$ cat src/rtl/bmc_pkg.sv
package bmc_pkg;

    typedef enum logic [1:0] {
        PRE_BLOCK = 2'd0,
        PRE_CH1   = 2'd1,
        PRE_CH2   = 2'd2,
        PRE_RSV   = 2'd3
    } pre_kind_e;

    localparam int PRE_STATES = 8;

    // Pattern for a preceding line level of 0, leftmost state sent first.
    function automatic logic [PRE_STATES-1:0] pre_pattern(input pre_kind_e kind);
        logic [PRE_STATES-1:0] pat;
        case (kind)
            PRE_BLOCK: pat = 8'b1110_1000;
            PRE_CH2:   pat = 8'b1110_0100;
            default:   pat = 8'b1110_0010;
        endcase
        return pat;
    endfunction

endpackage

$ cat src/rtl/bmc_hold_buf.sv
module bmc_hold_buf #(
    parameter int W = 30
) (
    input  logic         clk,
    input  logic         rst_n,
    input  logic         in_valid,
    input  logic [W-1:0] in_data,
    output logic         in_ready,
    input  logic         take,
    output logic         full,
    output logic [W-1:0] data
);

    typedef struct packed {
        logic         full;
        logic [W-1:0] data;
    } hold_t;

    hold_t hold_d, hold_q;

    always_comb begin
        hold_d = hold_q;
        if (take) begin
            hold_d.full = 1'b0;
        end
        if (in_valid && !hold_q.full) begin
            hold_d.full = 1'b1;
            hold_d.data = in_data;
        end
    end

    always_ff @(posedge clk) begin
        if (!rst_n) begin
            hold_q <= '0;
        end else begin
            hold_q <= hold_d;
        end
    end

    assign in_ready = !hold_q.full;
    assign full     = hold_q.full;
    assign data     = hold_q.data;

    // a held subframe stays put until the encoder takes it
    assert_hold_kept_R7: assert property (@(posedge clk) disable iff (!rst_n)
        (hold_q.full && !take) |=> (hold_q.full && $stable(hold_q.data)));

endmodule

$ cat src/rtl/bmc_preamble_gen.sv
module bmc_preamble_gen
    import bmc_pkg::*;
(
    input  pre_kind_e   kind,
    input  logic        pol,
    input  logic [2:0]  idx,
    output logic        state
);

    logic [PRE_STATES-1:0] pat;

    always_comb begin
        pat   = pre_pattern(kind) ^ {PRE_STATES{pol}};
        state = pat[3'(PRE_STATES-1) - idx];
    end

endmodule

$ cat src/rtl/bmc_symbol_map.sv
module bmc_symbol_map (
    input  logic prev_level,
    input  logic bit_val,
    input  logic second_half,
    output logic state
);

    always_comb begin
        if (second_half) begin
            state = bit_val ? ~prev_level : prev_level;
        end else begin
            state = ~prev_level;
        end
    end

endmodule

$ cat src/rtl/bmc_line_encoder.sv
module bmc_line_encoder
    import bmc_pkg::*;
#(
    parameter int PAYLOAD_W = 28,
    parameter int PRE_SLOTS = 4
) (
    input  logic                 clk,
    input  logic                 rst_n,
    input  logic                 state_en,
    input  logic                 mute,
    input  logic                 sf_valid,
    output logic                 sf_ready,
    input  logic [PAYLOAD_W-1:0] sf_payload,
    input  logic [1:0]           sf_kind,
    output logic                 line_out,
    output logic                 underflow
);

    localparam int SLOTS   = PRE_SLOTS + PAYLOAD_W;
    localparam int STATES  = 2 * SLOTS;
    localparam int POS_W   = $clog2(STATES);
    localparam int HOLD_W  = PAYLOAD_W + 2;

    typedef struct packed {
        logic [POS_W-1:0]     pos;
        logic [PAYLOAD_W-1:0] payload;
        pre_kind_e            kind;
        logic                 running;
        logic                 pol;
        logic                 line;
        logic                 uflow;
    } enc_t;

    enc_t enc_d, enc_q;

    logic                 hold_full;
    logic [HOLD_W-1:0]    hold_data;
    logic                 take;
    logic                 at_start;
    logic [PAYLOAD_W-1:0] cur_payload;
    pre_kind_e            cur_kind;
    logic                 pre_pol;
    logic                 in_pre;
    logic [POS_W-1:0]     didx;
    logic [PAYLOAD_W-1:0] shifted;
    logic                 pre_state;
    logic                 sym_state;
    logic                 emit;

    bmc_hold_buf #(.W(HOLD_W)) u_hold (
        .clk      (clk),
        .rst_n    (rst_n),
        .in_valid (sf_valid),
        .in_data  ({sf_kind, sf_payload}),
        .in_ready (sf_ready),
        .take     (take),
        .full     (hold_full),
        .data     (hold_data)
    );

    assign at_start    = (enc_q.pos == '0);
    assign take        = state_en && at_start && hold_full;
    assign cur_payload = take ? hold_data[PAYLOAD_W-1:0] : enc_q.payload;
    assign cur_kind    = take ? pre_kind_e'(hold_data[HOLD_W-1:PAYLOAD_W]) : enc_q.kind;
    assign pre_pol     = at_start ? enc_q.line : enc_q.pol;
    assign in_pre      = (enc_q.pos < POS_W'(PRE_STATES));
    assign didx        = (enc_q.pos >> 1) - POS_W'(PRE_SLOTS);
    assign shifted     = cur_payload >> didx;
    assign emit        = state_en && (!at_start || take || enc_q.running);

    bmc_preamble_gen u_pre (
        .kind  (cur_kind),
        .pol   (pre_pol),
        .idx   (enc_q.pos[2:0]),
        .state (pre_state)
    );

    bmc_symbol_map u_sym (
        .prev_level  (enc_q.line),
        .bit_val     (shifted[0]),
        .second_half (enc_q.pos[0]),
        .state       (sym_state)
    );

    always_comb begin
        enc_d       = enc_q;
        enc_d.uflow = state_en && at_start && !hold_full && enc_q.running;
        if (emit) begin
            enc_d.line = in_pre ? pre_state : sym_state;
            enc_d.pos  = (enc_q.pos == POS_W'(STATES - 1)) ? '0 : enc_q.pos + 1'b1;
            if (at_start) begin
                enc_d.pol = enc_q.line;
            end
            if (take) begin
                enc_d.payload = cur_payload;
                enc_d.kind    = cur_kind;
                enc_d.running = 1'b1;
            end
        end
    end

    always_ff @(posedge clk) begin
        if (!rst_n) begin
            enc_q <= '0;
        end else begin
            enc_q <= enc_d;
        end
    end

    assign line_out  = enc_q.line & ~mute;
    assign underflow = enc_q.uflow;

    // the line only moves on enable edges
    assert_hold_without_enable_R2: assert property (@(posedge clk) disable iff (!rst_n)
        !state_en |=> $stable(enc_q.line));

    // first half of every payload symbol flips the line
    assert_first_half_flips_R3: assert property (@(posedge clk) disable iff (!rst_n)
        (state_en && enc_q.pos >= POS_W'(PRE_STATES) && !enc_q.pos[0])
            |=> (enc_q.line != $past(enc_q.line)));

    // every preamble ends at the level that preceded it
    assert_preamble_end_level_R6: assert property (@(posedge clk) disable iff (!rst_n)
        (state_en && enc_q.pos == POS_W'(PRE_STATES - 1)) |=> (enc_q.line == enc_q.pol));

    // underflow only follows an enable at a subframe boundary with nothing held
    assert_underflow_on_boundary_R8: assert property (@(posedge clk) disable iff (!rst_n)
        enc_q.uflow |-> ($past(state_en) && $past(enc_q.pos) == '0 && !$past(hold_full)));

endmodule

$ cat config.mk
export PLATFORM = sky130hd
export DESIGN_NAME = bmc_line_encoder
export DESIGN_NICKNAME = d
export VERILOG_FILES = /design/src/rtl/bmc_pkg.sv /design/src/rtl/bmc_hold_buf.sv /design/src/rtl/bmc_preamble_gen.sv /design/src/rtl/bmc_symbol_map.sv /design/src/rtl/bmc_line_encoder.sv
export SDC_FILE = /design/constraint.sdc
export NUM_CORES = 1
export LEC_CHECK = 0
export BUFFER_PORTS_ARGS = -buffer_cell sky130_fd_sc_hd__clkbuf_2
export CORE_MARGIN = 2
export CORE_UTILIZATION = 45
export CTS_BUF_LIST = sky130_fd_sc_hd__clkbuf_16
export CTS_CLUSTER_DIAMETER = 200
export DETAILED_ROUTE_END_ITERATION = 8
export GPL_ROUTABILITY_DRIVEN = 0
export PLACE_DENSITY = 0.65
export RECOVER_POWER = 100
export SKIP_CTS_REPAIR_TIMING = 1
export SLEW_MARGIN = 20
export SYNTH_ARGS = -nofsm -noshare
export SYNTH_HDL_FRONTEND = slang
export SYNTH_SLANG_ARGS = --single-unit
$ cat constraint.sdc
create_clock -name clk -period 2.44 [get_ports clk]
set_input_delay 0.488 -clock clk [delete_from_list [all_inputs] [get_ports clk]]
set_output_delay 0.488 -clock clk [all_outputs]
set_load 0.02 [all_outputs]
# Word-level counts from Yosys, hierarchy flattened
# Cells that the tools add are included.
[totals] regBits=71 inputBits=35 word_cells=49
[classes] n_addsub=3 order_cmp=2 eq_ne=3 n_shift=1 n_mux=12 bitwise=4 reduce_logical=15
[op_table] op="31-bit two-way mux" count=1
[op_table] op="28-bit two-way mux" count=1
[op_table] op="28-bit by 6-bit right shift with 1-bit output" count=1
[op_table] op="4-bit one-hot mux with 2 select lines" count=1
[op_table] op="8-bit bitwise XOR" count=1
[op_table] op="6-bit by 1-bit adder with 6-bit output, second input constant" count=1
[op_table] op="6-bit equality test, second input constant" count=1
[op_table] op="1-bit logical AND" count=6
[op_table] op="6-bit logical NOT" count=1
[op_table] op="6-bit by 4-bit < comparator with 1-bit output, second input constant" count=1
[op_table] op="1-bit two-way mux" count=6
[op_table] op="6-bit two-way mux" count=1
[op_table] op="5-bit by 3-bit subtractor with 6-bit output, second input constant" count=1
[op_table] op="3-bit by 4-bit < comparator with 1-bit output, second input constant" count=1
[op_table] op="2-bit AND reduction" count=2
[op_table] op="1-bit binary-select mux with 3-bit select" count=1
[op_table] op="3-bit by 1-bit != test with 1-bit output, second input constant" count=1
[op_table] op="3-bit subtractor, first input constant" count=1
[op_table] op="2-bit equality test, second input constant" count=1
[op_table] op="1-bit logical NOT" count=2
[op_table] op="2-bit logical NOT" count=1
[op_table] op="1-bit logical OR" count=2
[op_table] op="2-bit two-way mux" count=1
[op_table] op="1-bit inverter" count=2
[op_table] op="2 further kinds" count=2

# Depth between registers and ports, before layout
[depth] ltp_word=10 mapped_depth=11 depth_no_buf=9

# Cells and area by module
# From an unflattened synthesis, not the netlist that was laid out.
[hier_totals] cells_unflattened=386 area_unflattened_um2=3380.7
[by_module_without_submodules] mod="bmc_line_encoder" n_inst=1 cells_per_inst=241 area_per_inst_um2=2065.7 seq_area_each_um2=800.8
[by_module_without_submodules] mod="bmc_hold_buf" n_inst=1 cells_per_inst=136 area_per_inst_um2=1249.9 seq_area_each_um2=620.6
[by_module_without_submodules] mod="bmc_preamble_gen" n_inst=1 cells_per_inst=7 area_per_inst_um2=42.5 seq_area_each_um2=0.0
[by_module_without_submodules] mod="bmc_symbol_map" n_inst=1 cells_per_inst=2 area_per_inst_um2=22.5 seq_area_each_um2=0.0

# Least setup slack after synthesis
# Ideal clock, no wire load.
[synth_timing] path_type="register to register" startpoint="reg enc_q[35] (netlist name)" endpoint="reg enc_q[1] (netlist name)" setup_time_ps=116 arrival_time_ps=2336 slack_ps=-12 stages_incl_launch_ff=12 path_buffers=2 path_cell_list="dfxtp_1 buf_2 inv_1 ha_1 nor4b_4 and4b_1 buf_4 nand4_1 a32o_1 o41ai_2 o221ai_1 o211a_1"
[synth_between] elab_chain_len=10
[synth_lines] element="start, declared" line="bmc_line_encoder.sv:34" text="enc_t enc_d, enc_q;"
[synth_lines] element="start signal, assigned" line="bmc_line_encoder.sv:106" text="enc_q <= enc_d;"
[synth_lines] element="6-bit logical NOT" line="bmc_line_encoder.sv:61" text="assign at_start = (enc_q.pos == '0);"
[synth_lines] element="1-bit logical AND (2 in a row)" line="bmc_line_encoder.sv:62" text="assign take = state_en && at_start && hold_full;"
[synth_lines] element="2-bit two-way mux" line="bmc_line_encoder.sv:64" text="assign cur_kind = take ? pre_kind_e'(hold_data[HOLD_W-1:PAYLOAD_W]) : enc_q.kind;"
[synth_lines] element="2-bit equality test / 2-bit logical NOT (equally long branches)" line="bmc_pkg.sv:15" text="case (kind)"
[synth_lines] element="4-bit one-hot mux with 2 select lines" line="bmc_pkg.sv:15"
[synth_lines] element="8-bit bitwise XOR" line="bmc_preamble_gen.sv:13" text="pat = pre_pattern(kind) ^ {PRE_STATES{pol}};"
[synth_lines] element="1-bit binary-select mux with 3-bit select" line="bmc_preamble_gen.sv:14" text="state = pat[3'(PRE_STATES-1) - idx];"
[synth_lines] element="1-bit two-way mux (implied by the code)" line="bmc_preamble_gen.sv:14"
[synth_lines] element="1-bit two-way mux" line="bmc_line_encoder.sv:89" text="enc_d.line = in_pre ? pre_state : sym_state;"
# Parallel ways exist; a longest one is shown, timed or not. The select of a mux whose other input is x is not followed.
# A chain may end at the register's enable or synchronous reset.

# Worst setup path after layout
# Same ends and word-level chain as after synthesis.

==> flow_summary_export.csv <==
group,metric,value,unit
clock_network,clkTransAtPathRegs,0.06,ns
synthesis,synth_area,3269,sq um
synthesis,synth_top_family_by_area,"simple AND/OR/NAND/NOR gates",
run_status,status,"finished, final reports clean",
drt,postRouteAntennaNets,0,
synthesis,synth_most_common_cell,"nand2_1",
floorplan,start_util,45.81,%
layout,fin_area,4004,sq um
floorplan,num_rows,31,
synthesis,synth_fa_ha_area_share,1.531,%
drt,drt-initial-drc-count,136,
worst_setup_path,worstPathMaxFanout,5,
worst_hold_path,worstHoldStart,"sf_payload[0]",
place,place_area,3627,sq um
floorplan,die_h,89.24,um
drt,drc,0,
timing,fmax,0.4190,GHz
drt,drt-total-wl,7109,um
synthesis,seq_area_frac_synth,43.47,%
clock_network,cts_buffers,9,
drt,drt_first_pass_iters,4,
worst_setup_path,max_stage_delay,0.43,ns
worst_setup_path,crit_slowest_cell,"o41ai_2",
floorplan,dieWidth,89.24,um
synthesis,synthSimpleGateAreaFrac,21.81,%
synthesis,async_reset_ff_share,0,%
layout,final_nets,472,
floorplan,core,7137,sq um
drt,vias,2721,
timing,hold_viol_final,0,
synthesis,yosys_warnings,0,
worst_setup_path,crit_chain,"inv_1, ha_1, nor4b_4, and4b_2, mux4_2, o22ai_1, o41ai_2, o221ai_1, o211a_1",
worst_setup_path,crit_arrival,2.60,ns
clock_network,cts_tree,"done",
place,io_buffers,37,
clock_network,clkSinkCount,71,
timing,maxSlewViolCount,0,
worst_setup_path,r2r_start,"enc_q[35]",
worst_setup_path,setup.worst_path.end_class,"flop",
place,post-dp-hpwl,4989,um
synthesis,synth_compound_area_share,21.01,%
power,peakVddDrop,0.4069,mV
clock_network,clockRootBuffer,"clkbuf_16",
clock_network,worst_skew_pair.late_latency,0.33,ns
worst_setup_path,cp-start-kind,"flop",
layout,drive_gt1_share,19.86,%
global_routing,grt_max_degree,40,
synthesis,syn-mean-instance-area,8.383,sq um
worst_setup_path,crit_type,"flop to flop",
global_routing,grt_pass1_wl,11830,um
synthesis,synth_top_flop_cell,"dfxtp_1",
layout,diodes,0,
synthesis,yosys.area.top_type_share,43.47,%
clock_network,cts_buffer_depth,2,
synthesis,synthCells,390,
global_routing,grt.total_usage,19.26,%
timing,period_minus_slack,2.386,ns
timing,slew_headroom,57.42,%
global_routing,antenna_found_initial,0,
synthesis,synth.area.mux_share,6.085,%
synthesis,synthXorXnorAreaFrac,1.875,%
clock_network,htree_levels,3,
floorplan,pin_count,38,
synthesis,yosys.cell_types.count,44,
layout,synthToLayoutAreaGrowth,22.46,%
global_routing,gr-total-overflow,0,
floorplan,dieArea,7963,sq um
timing,finalCritPeriodShare,97.80,%
power,total_leakage_power,1.546,nW
timing,worst_pin_slew,0.6387,ns
synthesis,synthTopCellsByCount,"126 x nand2_1, 71 x dfxtp_1, 60 x a21boi_0",
worst_setup_path,setup.worst_path.start,"enc_q[35]",
power,power,3.328,mW
power,power_density,831.2,nW/um^2
synthesis,yosysTopAreaCell,"dfxtp_1",
timing,rsz0062_at_grt,"true",
drt,wl_per_cell,13.24,um
worst_setup_path,cp.required,2.66,ns
synthesis,syn-num-nets,429,
worst_hold_path,hold_class,"primary input to flop",
timing,fin_skew,0.004497,ns
drt,viasPerCell,5.067,
global_routing,first_global_vias,2503,
synthesis,yosys-top-cells-area,"dfxtp_1 43%, nand2_1 14%, a21boi_0 14%",
synthesis,yosys_register_bits,71,
layout,finish.utilization,56.10,%
flow_run,max_cap_violations,0,
timing,setup_viol,0,
synthesis,synth-edff-count,0,
==> layout by cell type (no fill, tap or decap), types with 2 or more instances in the layout <==
master     netlist  layout
nand4_1          5       5
mux2i_1         12      12
a21o_1           2       2
ha_1             4       4
and2_1           4       4
bufinv_16        0       3
a21oi_1          6       6
dfxtp_1         71      71
a211o_1          2       2
nand2_1        126     126
nor3_1           3       3
clkbuf_2         0      36
a2111oi_0        3       2
xnor2_1          6       5
a21boi_0        60      60
o21ai_0          4       4
buf_4            1      20
mux2_2           3       3
or3_1            2       2
nand2b_1         3       3
o22ai_1          3       3
nor2_1          11      11
clkinv_2         0       2
inv_1            9       9
mux4_2           2       2
clkbuf_16        0       9
==> sequential cells by signal (all words and copies together), names as in the netlist <==
signal,cells
u_hold.full,1
enc_q,39
u_hold.data,30
underflow,1
==> power breakdown <==
part / internal (mW) / switching (mW) / total (mW) / leakage (nW)
Clock: 0.990 / 0.476 / 1.47 / 0.163
Sequential: 1.23 / 0.0487 / 1.28 / 0.578
Combinational: 0.258 / 0.326 / 0.584 / 0.805
Total: 2.48 / 0.851 / 3.33 / 1.55
==> final cells by class <==
type	instances	area, sq um
well taps	99	123.9
fillers	671	3133
clock buffers	9	225.2
flip-flops and latches	71	1421
repair buffers	58	349.1
clock inverters	7	111.4
multi-input cells	284	1739
inverters	9	33.78
==> routing by layer <==
metal	track usage [%]	share of wire, %	wire (um)	vias to the layer above
li1	-	-	-	1406
met5	0	0	0	-
met1	25.90	48	3427	1261
met3	3.693	2.6	185	14
met2	29.49	46	3297	40
met4	9.769	2.8	199	0
==> worst max-delay path, delay by kind of cell (launching register included) <==
| family | cells | cell delay (ns) |
|---|---|---|
| compound gates | 4 | 0.85 |
| simple gates | 2 | 0.70 |
| flops | 1 | 0.30 |
| mux | 1 | 0.22 |
| fa+ha+maj | 1 | 0.14 |
| buf+inv | 1 | 0.07 |
==> metrics by stage <==
stage | worst slack (ns) | cells | setup TNS, ns | hold WS [ns]
after floorplan | 0.01266 | 390 | 0 | 0.4378
after global placement | 0.09247 | 520 | 0 | 0.4493
after detailed placement | -0.04625 | 520 | -0.04625 | 0.4562
after CTS | -0.05648 | 536 | -0.05648 | 0.3829
after global routing | -0.08944 | 537 | -0.08944 | 0.3972
final | 0.05362 | 537 | 0 | 0.3875
==> final timing paths <==
path	endpoint	slack [ns]	cells past startpoint
hold reg to reg	enc_q[29]	0.46	2
setup / recovery	enc_q[1]	0.05	9
setup reg to reg	enc_q[1]	0.05	9
hold / removal	u_hold.data[0]	0.39	3
==> cell families after synthesis <==
family | count (synthesis)
mux | 17
fa+ha+maj | 4
flops | 71
simple gates | 165
buf+inv | 35
compound gates | 91
xor+xnor | 7
Note: power is estimated with default switching activity, not from simulation.
